File: config.mk
export PLATFORM = sky130hd
export DESIGN_NAME = vco_out_divider
export DESIGN_NICKNAME = d
export VERILOG_FILES = /design/src/rtl/vco_div_pkg.sv /design/src/rtl/vco_div_counter.sv /design/src/rtl/vco_div_gate.sv /design/src/rtl/vco_out_divider.sv
export SDC_FILE = /design/constraint.sdc
export NUM_CORES = 1
export LEC_CHECK = 0
export ABC_AREA = 1
export BUFFER_PORTS_ARGS = -buffer_cell sky130_fd_sc_hd__buf_4
export CAP_MARGIN = 0
export CORE_MARGIN = 3
export CORE_UTILIZATION = 52
export DETAILED_ROUTE_END_ITERATION = 6
export HOLD_SLACK_MARGIN = 0.05
export PLACE_DENSITY = 0.83
export SYNTH_ARGS = -nofsm -noshare
export SYNTH_HDL_FRONTEND = slang
export SYNTH_SLANG_ARGS = --single-unit
File: constraint.sdc
create_clock -name clk_i -period 1.9 [get_ports clk_i]
set_clock_uncertainty 0.2 [all_clocks]
set_input_delay 0 -clock clk_i [delete_from_list [all_inputs] [get_ports clk_i]]
set_output_delay 0 -clock clk_i [all_outputs]
set_load 0.02 [all_outputs]
File: src/rtl/vco_div_pkg.sv
`timescale 1ns/1ps
package vco_div_pkg;
  localparam int unsigned CODE_W   = 3;
  localparam int unsigned HALF_MAX = 8;
  localparam int unsigned HALF_W   = $clog2(HALF_MAX + 1);
  localparam int unsigned CNT_W    = $clog2(HALF_MAX);

  // half-period length in oscillator cycles; 0 marks pass-through (/1)
  function automatic logic [HALF_W-1:0] code_half(input logic [CODE_W-1:0] code);
    logic [HALF_W-1:0] h;
    case (code)
      3'd0:    h = HALF_W'(1);
      3'd1:    h = HALF_W'(2);
      3'd2:    h = HALF_W'(4);
      3'd3:    h = HALF_W'(8);
      3'd4:    h = '0;
      3'd5:    h = HALF_W'(1);
      3'd6:    h = HALF_W'(2);
      default: h = HALF_W'(4);
    endcase
    return h;
  endfunction
endpackage

File: src/rtl/vco_div_counter.sv
`timescale 1ns/1ps
module vco_div_counter
  import vco_div_pkg::*;
(
  input  logic              clk_i,
  input  logic              rst_ni,
  input  logic [CODE_W-1:0] code_i,
  output logic              div_o,
  output logic              bypass_o
);
  logic [HALF_W-1:0] half_q;
  logic [HALF_W-1:0] half_nxt;
  logic [CNT_W-1:0]  cnt_q;
  logic              start_q;
  logic              at_end;
  logic              boundary;

  assign half_nxt = code_half(code_i);
  assign bypass_o = (half_q == '0);
  assign at_end   = (HALF_W'(cnt_q) == half_q - HALF_W'(1));
  // period boundary: end of a low phase, every edge in /1, first edge after reset
  assign boundary = start_q | bypass_o | (!div_o && at_end);

  always_ff @(posedge clk_i or negedge rst_ni) begin
    if (!rst_ni) begin
      half_q  <= '0;
      cnt_q   <= '0;
      div_o   <= 1'b0;
      start_q <= 1'b1;
    end else if (boundary) begin
      half_q  <= half_nxt;
      cnt_q   <= '0;
      div_o   <= !(start_q | bypass_o) && (half_nxt != '0);
      start_q <= 1'b0;
    end else if (at_end) begin
      cnt_q <= '0;
      div_o <= 1'b0;
    end else begin
      cnt_q <= cnt_q + CNT_W'(1);
    end
  end

  a_r7_ratio_hold: assert property (@(posedge clk_i) disable iff (!rst_ni)
    !boundary |=> $stable(half_q));
  a_r1_cnt_bound: assert property (@(posedge clk_i) disable iff (!rst_ni)
    (half_q != '0) |-> (HALF_W'(cnt_q) < half_q));
  a_r2_bypass_quiet: assert property (@(posedge clk_i) disable iff (!rst_ni)
    bypass_o |-> !div_o);
endmodule

File: src/rtl/vco_div_gate.sv
`timescale 1ns/1ps
module vco_div_gate (
  input  logic clk_i,
  input  logic rst_ni,
  input  logic oe_i,
  input  logic div_i,
  input  logic bypass_i,
  output logic gate_o,
  output logic sel1_o
);
  logic oe_q;

  always_ff @(posedge clk_i or negedge rst_ni) begin
    if (!rst_ni) oe_q <= 1'b0;
    else         oe_q <= oe_i;
  end

  // falling edge: clk is low here, so the /1 path and the gate switch cleanly
  always_ff @(negedge clk_i or negedge rst_ni) begin
    if (!rst_ni) begin
      sel1_o <= 1'b0;
      gate_o <= 1'b0;
    end else begin
      sel1_o <= bypass_i;
      if (sel1_o || !div_i) gate_o <= oe_q;
    end
  end

  a_r6_gate_when_low: assert property (@(negedge clk_i) disable iff (!rst_ni)
    (!sel1_o && div_i) |=> $stable(gate_o));
  a_r5_oe_follow: assert property (@(negedge clk_i) disable iff (!rst_ni)
    sel1_o |=> (gate_o == $past(oe_q)));
endmodule

File: src/rtl/vco_out_divider.sv
`timescale 1ns/1ps
module vco_out_divider
  import vco_div_pkg::*;
#(
  parameter int unsigned NUM_PAIRS = 6
) (
  input  logic                 clk_i,
  input  logic                 rst_ni,
  input  logic                 oe_i,
  input  logic [CODE_W-1:0]    code_i,
  output logic [NUM_PAIRS-1:0] fout_o,
  output logic [NUM_PAIRS-1:0] fout_n_o
);
  logic div_q;
  logic bypass;
  logic gate_q;
  logic sel1_q;
  logic src;
  logic clk_out;

  vco_div_counter i_counter (
    .clk_i    (clk_i),
    .rst_ni   (rst_ni),
    .code_i   (code_i),
    .div_o    (div_q),
    .bypass_o (bypass)
  );

  vco_div_gate i_gate (
    .clk_i    (clk_i),
    .rst_ni   (rst_ni),
    .oe_i     (oe_i),
    .div_i    (div_q),
    .bypass_i (bypass),
    .gate_o   (gate_q),
    .sel1_o   (sel1_q)
  );

  assign src     = sel1_q ? clk_i : div_q;
  assign clk_out = src & gate_q;

  for (genvar g = 0; g < NUM_PAIRS; g++) begin : g_pair
    assign fout_o[g]   = clk_out;
    assign fout_n_o[g] = ~clk_out;
  end

  a_r8_reset_quiet: assert property (@(posedge clk_i)
    !rst_ni |-> (fout_o == '0));
endmodule

After elaboration in Yosys (flattened, before gate mapping)
Cells that the tools add are included.
{"block": "totals", "reg_bits": 12, "latchBits": 0, "ram_bits": 0, "rom_bits": 0, "output_inout_bits": 12, "wordCells": 36, "mem_count": 0}
{"block": "classes", "n_addsub": 2, "multipliers": 0, "n_div": 0, "magnitude_cmp": 0, "n_eq_ne": 6, "n_shift": 0, "n_mux": 6, "bitwise_logic": 4, "reduce_logical": 11}
{"cell": "$pmux W4 S4", "count": 1}
{"cell": "$eq A3 B3 Y1 const B", "count": 3}
{"cell": "$mux W3", "count": 2}
{"cell": "$eq A3 B4 Y1", "count": 1}
{"cell": "$logic_not A4 Y1", "count": 1}
{"cell": "$reduce_bool A4 Y1", "count": 1}
{"cell": "$reduce_or A2 Y1", "count": 2}
{"cell": "$sub A4 B1 Y4 const B", "count": 1}
{"cell": "$add A3 B1 Y3 const B", "count": 1}
{"cell": "$eq A3 B1 Y1 const B", "count": 1}
{"cell": "$eq A3 B2 Y1 const B", "count": 1}
{"cell": "$logic_not A3 Y1", "count": 1}
{"cell": "$mux W1", "count": 3}
{"cell": "$logic_and A1 B1 Y1", "count": 2}
{"cell": "$logic_not A1 Y1", "count": 2}
{"cell": "$or A1 B1 Y1", "count": 2}
{"cell": "$reduce_bool A2 Y1", "count": 1}
{"cell": "$and A1 B1 Y1", "count": 1}
{"cell": "$logic_or A1 B1 Y1", "count": 1}
{"cell": "$not A1 Y1", "count": 1}

Longest topological paths before layout
Gate-level depths: netlist of the first run.
{"block": "logic_depth", "ltp_word": 6, "ltp_mapped": 11, "mapped_depth_nobuf": 11}

Hierarchy
Synthesis of the first run repeated with hierarchy kept, for this count alone.
{"block": "unflattened", "cells_unflattened": 109, "area_unflattened_um2": 813.3}
{"mod": "vco_div_counter", "n_inst": 1, "cells_each": 82, "area_each_um2": 603.1, "seq_area_each_um2": 226.5}
{"mod": "vco_out_divider", "n_inst": 1, "cells_each": 19, "area_each_um2": 115.1, "seq_area_each_um2": 0.0}
{"mod": "vco_div_gate", "n_inst": 1, "cells_each": 8, "area_each_um2": 95.1, "seq_area_each_um2": 75.1}

==> results.cfg, run 1 <==
[setup_path]
cp.required_ns = 1.70
cpMostUsedCell = buf_8
cp-startpoint = i_gate.sel1_o$_DFF_NN0_
r2r_end = i_gate.gate_o$_DFFE_NN0P_
crit_type = reg -> out
cp-start-kind = flip-flop
critPathMaxFanout = 3
endpoint = fout_o[3]
rr_worst_depth = 3
critPathSlowestCell = dfrtn_1
path_cells = nand2_1 -> inv_2 -> o21ai_4 -> buf_8 -> buf_8 -> inv_4 -> buf_6
timing.rr.start = i_counter.div_o$_DFFE_PN0P_
endpoint_kind = output pin
arrival_ns = 2.47
reg2reg_slack_ns = -0.33
cp_slowest_stage_delay_ns = 0.48

[synthesis]
yosys_warnings = 0
synth_xor_area_frac = 0.0107
avgSynthCellArea_um2 = 7.90
synth-seq-cells = 12
synthAdderAreaFrac = 0.0457
ys_seq_area_frac = 0.367
synth-simple-area-share = 0.358
syn_nets = 113
netlist_instances = 104
synth_cell_type_count = 22
synth_top_family_by_area = simple AND/OR/NAND/NOR gates
synth_compound_area_frac = 0.0183
syn-cell-area_um2 = 822
muxShareOfSynthArea = 0.0137

[timing]
rsz0062_at_grt = true
hold_viol = 0
final.setup.worst_slack_ns = -0.771
tightest_slew_ns = 0.522
fin_setup_tns_ns = -9.66
setup_viol_count_final = 17
slew_headroom = 0.651
slew_viol_final = 0

[status]
status = finished with violations
violations = negative setup slack

[cts]
path_clk_slew_ns = 0.08
insertion_delay_ns = 0.38
tritoncts = built

[finish]
final_core_util = 0.942
design_area_um2 = 1300
syn_to_final_growth_pct = 58.4
nets = 154
drive_gt1_frac = 0.500
n_antenna_cell = 0

[floorplanning]
start_util = 0.595
io_pins = 18
die_x_um = 45.8
die_y_um = 45.8
dieArea_um2 = 2090
core_um2 = 1380
rows = 13

[placement]
io_buffers = 17
routabilityCongestion = 0.746
dpl.hpwl_um = 1330
placedInstanceArea_um2 = 976
dpl_worst_slack_ns = -0.290

[power]
power_mw = 1.87
leakage_nw = 0.692
ir_worst_vdd_uv = 893
power_density_nw_per_um2 = 1430

[drt]
drc_errors = 0
dr.pass1.iters = 5
drtIter0Drc = 55
num_vias = 917
wl_um = 3050
via_per_inst = 5.77
wire_per_inst_um = 19.2
final_antenna_net_count = 0

[global_route]
overflow = 0
antenna_found_initial = 0
grt_first_pass_wirelength_um = 3830
grt_pass1_vias = 984
grt_max_degree = 11
grt.total_usage = 0.279

[hold_path]
hp-class = in -> reg

[job]
drv_cap = 0
## metrics by stage
stage,std cells,hold WS [ns]
final,159,0.0767
after global routing,159,0.0848
after CTS,159,0.0823
after detailed placement,133,-0.350
after global placement,133,-0.355
after floorplan,104,-0.496
## final cells by class
cell class	count	area (µm²)
multi-input cells	63	435
fillers	41	80.1
well taps	15	18.8
inverters	16	60.1
repair buffers	22	189
flip-flops and latches	12	302
clock buffers	24	256
clock inverters	7	41.3
## logic make-up (layout without fill, tap and decap cells)
logic type               count (synthesis)  in the layout
AND/OR/NAND/NOR                         54             54
buffers and inverters                   29             69
flip-flops                              12             12
adder cells (fa/ha/maj)                  3              3
AO/OA/AOI/OAI                            3              3
other                                    1              1
XOR/XNOR                                 1              1
multiplexers                             1              1
## cells in the final DEF, fill, tap and decap left out, types with 2 or more instances in the layout
cell type / Yosys / routed
nor3_1: 2 / 2
inv_4: 0 / 6
nor2_2: 1 / 2
clkbuf_8: 0 / 2
nor2_4: 2 / 3
nand2_4: 3 / 4
dfrtp_1: 9 / 9
clkbuf_4: 0 / 5
nand3_2: 2 / 2
nand2_2: 4 / 7
inv_1: 15 / 12
dfrtn_1: 2 / 2
nand3_1: 7 / 7
buf_8: 0 / 3
buf_6: 0 / 13
dlygate4sd3_1: 0 / 8
nor2_1: 8 / 6
buf_4: 11 / 14
ha_4: 0 / 2
inv_2: 3 / 5
nand2_1: 24 / 20
## per-layer routing
metal	up-vias	GRT usage	routed length [µm]
li1	384	-	-
met1	438	0.227	1090
met2	70	0.465	1580
met3	25	0.119	242
met4	0	0.307	127
met5	-	0	0
## repair_timing
item,in CTS,in global routing
pin swaps,4,6
hold endpoints to repair,16,0
resized for setup,20,11
buffers inserted,1,0
hold buffers,8,0
setup endpoints to repair,15,23
## sequential cells by signal, indices dropped and copies added, names as in the netlist
name               cells
i_gate.gate_o          1
i_counter.start_q      1
i_counter.div_o        1
i_counter.cnt_q        3
i_counter.half_q       4
i_gate.oe_q            1
i_gate.sel1_o          1
## where the power goes
| group | total [mW] | switching, mW | leakage, nW | internal, mW |
|---|---|---|---|---|
| Sequential | 0.379 | 0.0645 | 0.152 | 0.314 |
| Clock | 0.771 | 0.369 | 0.191 | 0.402 |
| Combinational | 0.716 | 0.432 | 0.349 | 0.284 |
| Total | 1.87 | 0.866 | 0.692 | 1.00 |
## how the worst min path moves through the flow
| stage | from | endpoint | slack, ns | depth (start not counted) |
|---|---|---|---|---|
| 6_report | oe_i | i_gate.oe_q$_DFF_PN0_ | 0.08 | 2 |
| 5_1_grt | oe_i | i_gate.oe_q$_DFF_PN0_ | 0.08 | 2 |
| 4_1_cts | oe_i | i_gate.oe_q$_DFF_PN0_ | 0.08 | 2 |
| 3_5_place_dp | rst_ni | i_counter.cnt_q[1]$_DFF_PN0_ | -0.35 | 1 |
| 3_3_place_gp | rst_ni | i_counter.cnt_q[0]$_DFF_PN0_ | -0.35 | 1 |
| 2_1_floorplan | rst_ni | i_counter.cnt_q[0]$_DFF_PN0_ | -0.50 | 0 |
## synthesized netlist by cell type, drive strengths merged
library cell / n / area (µm²)
conb: 1 / 3.75
nand3: 9 / 55.1
nor3: 2 / 10.0
nand2: 31 / 149
dfrtp: 9 / 225
xnor2: 1 / 8.76
dfrtn: 2 / 50.1
mux2: 1 / 11.3
buf: 11 / 82.6
o21ai: 3 / 15.0
inv: 18 / 67.6
nand4: 1 / 21.3
dfstp: 1 / 26.3
nor2: 11 / 58.8
ha: 3 / 37.5
## critical path: cells and delay by family, from the launching register on
kind / cells / cell delay, ns
AOI/OAI and AO/OA: 1 / 0.07
buffers and inverters: 5 / 0.49
DFF: 1 / 0.48
and+or+nand+nor: 1 / 0.09
(Power assumes the default switching activity.)
==> run 2: changes to the inputs <==
SETUP_SLACK_MARGIN = 0.3   (was default)
==> results.cfg, run 2 <==
[status]
status = aborted with a tool error
lastStage = 4_1_cts
toolErrorMsg = [ERROR DPL-0033] detailed placement checks failed during check placement.

[synthesis]
synth_edf_count = 0
ys_seq_area_frac = 0.367
synth_ff_type = dfrtp_1
synth_most_common_cell = nand2_1
yosys.area.top_type = dfrtp_1
synth_cell_type_count = 22
syn_nets = 113
syn-cell-area_um2 = 822
netlist_instances = 104
avgSynthCellArea_um2 = 7.90
yosys_warnings = 0
synth_area_leaders = dfrtp_1 27%, nand2_1 11%, buf_4 10%, inv_1 6.8%, dfrtn_1 6.1%
synthArstFlopShare = 1.00
synth_commonest_cells = 24 x nand2_1, 15 x inv_1, 11 x buf_4
synth-seq-cells = 12
yosysTopAreaCellShare = 0.274

[cts]
cts_setup_buffers = 1
post_cts_resize_count = 35
hold_buffers = 8

[placement]
dpl.hpwl_um = 1330
dpl_worst_slack_ns = -0.290
routabilityCongestion = 0.746
io_buffers = 17

[floorplanning]
io_pins = 18
die_y_um = 45.8
start_util = 0.595
die_x_um = 45.8
rows = 13
-- run 2: logic make-up after synthesis --
family,after synthesis,synth area share
simple gates,54,0.358
buf+inv,29,0.183
flops,12,0.367
fa+ha+maj,3,0.0457
compound gates,3,0.0183
other cells,1,0.00456
xor+xnor,1,0.0107
mux,1,0.0137
-- run 2: through the flow --
| step | instance area, µm² | instances |
|---|---|---|
| 3_5_place_dp | 976 | 133 |
| 2_1_floorplan | 875 | 104 |
| 3_3_place_gp | 976 | 133 |
==> run 3: changes to the inputs <==
CORE_AREA = 3 3 64 66   (was default)
CORE_MARGIN = default   (was 3)
CORE_UTILIZATION = default   (was 52)
DIE_AREA = 0 0 67 69   (was default)
HOLD_SLACK_MARGIN = default   (was 0.05)
PLACE_DENSITY = default   (was 0.83)
PLACE_DENSITY_LB_ADDON = 0.15   (was default)
SETUP_SLACK_MARGIN = default   (was 0.3)
==> results.cfg, run 3 (synthesized netlist as in run 1, its figures left out) <==
[power]
switchingPower_mw = 0.764
switching_share = 0.398
power_density_nw_per_um2 = 1360
internal_power_mw = 1.16
leakage_nw = 0.745
ir_worst_vdd_uv = 347
power_frac_comb = 0.321
seq_power_share = 0.191
pwr-share-clk = 0.488

[floorplanning]
rows = 22
start_util = 0.226
core_um2 = 3630
io_pins = 18
die_x_um = 67
dieArea_um2 = 4620
die_y_um = 69

[placement]
routabilityCongestion = 0.710
dpl_worst_slack_ns = -0.272
dpl.hpwl_um = 1210
io_buffers = 17
dp_cells = 166

[setup_path]
cp.required_ns = 1.70
cp_slowest_stage_delay_ns = 0.44
cp-start-kind = flip-flop
cpMostUsedCell = buf_8
critPathBufInv = 4
r2r_end = i_gate.gate_o$_DFFE_NN0P_
endpoint_kind = output pin
critPathSlowestCell = dfrtn_1
rr_worst_depth = 4
reg2reg_slack_ns = -0.30
path_cells = nor2_4 -> o21ai_4 -> buf_8 -> buf_8 -> inv_4 -> buf_6
crit_family = flip-flops
cp.depth = 6
critPathMaxFanout = 3
timing.rr.start = i_counter.div_o$_DFFE_PN0P_
crit_type = reg -> out
arrival_ns = 2.41

[status]
status = finished with violations
violations = negative setup slack

[finish]
nets = 159
regArea_um2 = 302
fillerInstances = 374
final_common_cell = nand2_1
drive_gt1_frac = 0.497
largest_register_ffs = 4
n_antenna_cell = 0
top_register = i_counter.half_q
syn_to_final_growth_pct = 72.5
top_regs = i_counter.half_q (4), i_counter.cnt_q (3)
fin_cells = 197
final_cell_mix = 23 x nand2_1, 18 x buf_4, 13 x buf_6
multi_input_area_um2 = 423

[drt]
drtIter0Drc = 13
num_vias = 769
wl_um = 2030
wire_per_inst_um = 10.3
final_antenna_net_count = 0
dr.pass1.iters = 4
via_per_inst = 3.90
drc_errors = 0

[hold_path]
holdPathStages = 2
hold_end = i_gate.oe_q$_DFF_PN0_
hp-class = in -> reg
hold_start = oe_i

[timing]
setup_viol_count_final = 15
final.setup.worst_slack_ns = -0.710
rsz0062_at_grt = true
slew_viol_final = 0
hold_viol = 0

[cts]
path_clk_slew_ns = 0.05
tritoncts = built
insertion_delay_ns = 0.35

[job]
drv_cap = 0

[global_route]
grt_max_degree = 10
grt_pass1_vias = 873
grt_first_pass_wirelength_um = 3320
grt.total_usage = 0.111
overflow = 0
antenna_found_initial = 0
run 3: worst register-to-register path: cells and delay by family (launching register included):
family,cells,cell delay [ns]
simple gates,1,0.10
mux,1,0.28
buf+inv,2,0.18
flops,1,0.35
run 3: area by class of cell:
class | count | area share
Sequential cell | 12 | 0.213
Clock buffer | 24 | 0.214
Inverter | 16 | 0.0424
Tap cell | 48 | 0.0424
Timing Repair Buffer | 27 | 0.161
Multi-Input combinational cell | 63 | 0.298
Clock inverter | 7 | 0.0291
run 3: power groups by stage:
stage	clock, mW	sequential [mW]	combinational [mW]
after global placement	0.279	0.366	0.522
after detailed placement	0.279	0.367	0.523
after CTS	0.951	0.364	0.575
final	0.937	0.366	0.618
after floorplan	0.303	0.368	0.368
after global routing	1.01	0.375	0.690
run 3: per-layer routing:
layer,vias up,GRT usage,share of wire
li1,393,-,-
met1,337,0.0862,0.36
met2,26,0.133,0.53
met3,13,0.0570,0.041
met4,0,0.218,0.068
met5,-,0,0
run 3: worst max path at each step:
stage	from	end
final	i_gate.sel1_o$_DFF_NN0_	fout_o[4]
after global routing	i_gate.sel1_o$_DFF_NN0_	fout_o[4]
after CTS	i_gate.sel1_o$_DFF_NN0_	fout_o[1]
after detailed placement	i_counter.div_o$_DFFE_PN0P_	i_gate.gate_o$_DFFE_NN0P_
after global placement	i_counter.div_o$_DFFE_PN0P_	i_gate.gate_o$_DFFE_NN0P_
after floorplan	i_gate.sel1_o$_DFF_NN0_	fout_o[0]
run 3: metrics by stage:
stage | utilization | power, mW | TNS [ns] | hold WS [ns] | cell area (µm²)
finish | 0.390 | 1.92 | -8.50 | 0.0982 | 1420
global route | 0.390 | 2.07 | -9.30 | 0.0979 | 1420
CTS | 0.378 | 1.89 | -9.04 | 0.0861 | 1370
detailed placement | 0.280 | 1.17 | -2.35 | -0.343 | 1020
global placement | 0.280 | 1.17 | -2.24 | -0.346 | 1020
floorplan | - | 1.04 | -3.24 | -0.496 | 875
run 3: repair_timing:
item | 4_1_cts | 5_1_grt
setup buffers | 3 | 3
setup endpoints to repair | 15 | 25
hold endpoints to repair | 16 | 0
pin swaps | 4 | 5
resized for setup | 17 | 9
hold buffers | 9 | 0
==> run 4: changes to the inputs <==
--- a/config.mk
+++ b/config.mk
@@ -14,2 +14,3 @@
 export PLACE_DENSITY_LB_ADDON = 0.15
+export RECOVER_POWER = 25
 export SYNTH_ARGS = -nofsm -noshare
==> constraint.sdc (replaced) <==
create_clock -name clk_i -period 1.9 [get_ports clk_i]
set_clock_uncertainty 0.2 [all_clocks]
set_input_delay 0.095 -clock clk_i [delete_from_list [all_inputs] [get_ports clk_i]]
set_output_delay 0.095 -clock clk_i [all_outputs]
set_load 0.02 [all_outputs]
==> results.cfg, run 4 (synthesized netlist as in run 1, its figures left out) <==
[finish]
drive_gt1_frac = 0.465
nets = 152
largest_register_ffs = 4
final_common_cell = nand2_1
top_regs = i_counter.half_q (4), i_counter.cnt_q (3)
design_area_um2 = 1340
top_register = i_counter.half_q
syn_to_final_growth_pct = 63.0
n_antenna_cell = 0
final_cell_mix = 23 x nand2_1, 13 x buf_6, 12 x inv_1

[floorplanning]
io_pins = 18
die_x_um = 67
start_util = 0.226
die_y_um = 69
rows = 22
core_um2 = 3630
dieArea_um2 = 4620

[setup_path]
critPathSlowestCell = dfrtn_1
path_cells = nor2_2 -> o21ai_4 -> buf_8 -> buf_8 -> inv_4 -> buf_6
critPathBufInv = 4
cp.required_ns = 1.60
arrival_ns = 2.38
rr_worst_depth = 3
endpoint_kind = output pin
crit_family = flip-flops
crit_type = reg -> out
cpMostUsedCell = buf_8
cp_slowest_stage_delay_ns = 0.42
cp.depth = 6
cp-start-kind = flip-flop
critPathMaxFanout = 3

[placement]
routabilityCongestion = 0.712
placedInstanceArea_um2 = 1010
io_buffers = 17
dpl.hpwl_um = 1230

[global_route]
grt.total_usage = 0.103
antenna_found_initial = 0
top_usage_layer = met4
grt_use_met3 = 0.0619
grt_pass1_vias = 827
overflow = 0
use_met2 = 0.118
use_met1 = 0.0821
grt_first_pass_wirelength_um = 3080
grt_max_degree = 10

[drt]
drc_errors = 0
wire_per_inst_um = 9.66
via_per_inst = 3.88
num_vias = 738
wl_um = 1840
dr.pass1.iters = 2
drtIter0Drc = 23
final_antenna_net_count = 0

[cts]
path_clk_slew_ns = 0.05
tritoncts = built
insertion_delay_ns = 0.35

[timing]
setup_viol_count_final = 15
final.setup.worst_slack_ns = -0.773
slew_viol_final = 0
hold_viol = 0
rsz0062_at_grt = true

[hold_path]
hp-class = in -> async

[status]
violations = negative setup slack
status = finished with violations

[job]
drv_cap = 0

[power]
power_mw = 1.83
power_density_nw_per_um2 = 1370
leakage_nw = 0.693
ir_worst_vdd_uv = 359
-- run 4: cell types whose count changed in the layout (fill, tap and decap cells not counted), sizes merged --
cell,change
buf,-9
clkbuf,+4
dlygate4sd3,-1
dlymetal6s4s,-1
-- run 4: final timing paths --
path / startpoint / slack (ns) / end
worst max-delay path: i_gate.sel1_o$_DFF_NN0_ / -0.77 / fout_o[4]
worst min-delay path: rst_ni / 0.17 / i_counter.start_q$_DFFE_PN1P_
worst max register to register: i_counter.div_o$_DFFE_PN0P_ / -0.31 / i_gate.gate_o$_DFFE_NN0P_
worst min register to register: i_counter.cnt_q[0]$_DFF_PN0_ / 0.28 / i_counter.cnt_q[0]$_DFF_PN0_
max in group asynchronous: rst_ni / 0.40 / i_counter.half_q[0]$_DFFE_PN0P_
min in group clk_i: oe_i / 0.21 / i_gate.oe_q$_DFF_PN0_
-- run 4: per-layer routing --
| metal | part of all wire | up-vias | wire length (µm) |
|---|---|---|---|
| met2 | 0.51 | 29 | 944 |
| met5 | 0 | - | 0 |
| met3 | 0.056 | 11 | 102 |
| li1 | - | 376 | - |
| met4 | 0.070 | 0 | 128 |
| met1 | 0.36 | 322 | 660 |
-- run 4: repair_timing --
| action | in CTS | in global routing |
|---|---|---|
| endpoints found under the setup margin | 15 | 15 |
| setup buffers | 1 | 0 |
| endpoints found under the hold margin | 16 | 0 |
| resized for setup | 17 | 5 |
| pin swaps | 4 | 3 |
| hold buffers | 7 | 0 |
-- run 4: report_power, final --
part           switching (mW)  internal [mW]  leakage [nW]
clock network           0.373          0.550         0.211
registers              0.0456          0.315         0.152
logic                   0.311          0.236         0.330
-- run 4: cell type report --
type / count / area, µm²
fillers: 384 / 2290
multi-input cells: 63 / 412
flip-flops and latches: 12 / 302
clock buffers: 24 / 302
repair buffers: 20 / 164
inverters: 16 / 60.1
well taps: 48 / 60.1
clock inverters: 7 / 41.3
-- run 4: stage by stage --
step           setup WS [ns]  hold WS, ns   util  std cells  TNS, ns
6_report              -0.773        0.173  0.369        190    -9.41
5_1_grt               -0.859        0.197  0.369        190   -10.54
4_1_cts               -0.818       0.0487  0.366        190    -9.63
3_5_place_dp          -0.347       -0.250  0.278        166    -3.27
3_3_place_gp          -0.292       -0.252  0.278        166    -3.13
2_1_floorplan         -0.343       -0.401      -        104    -4.12
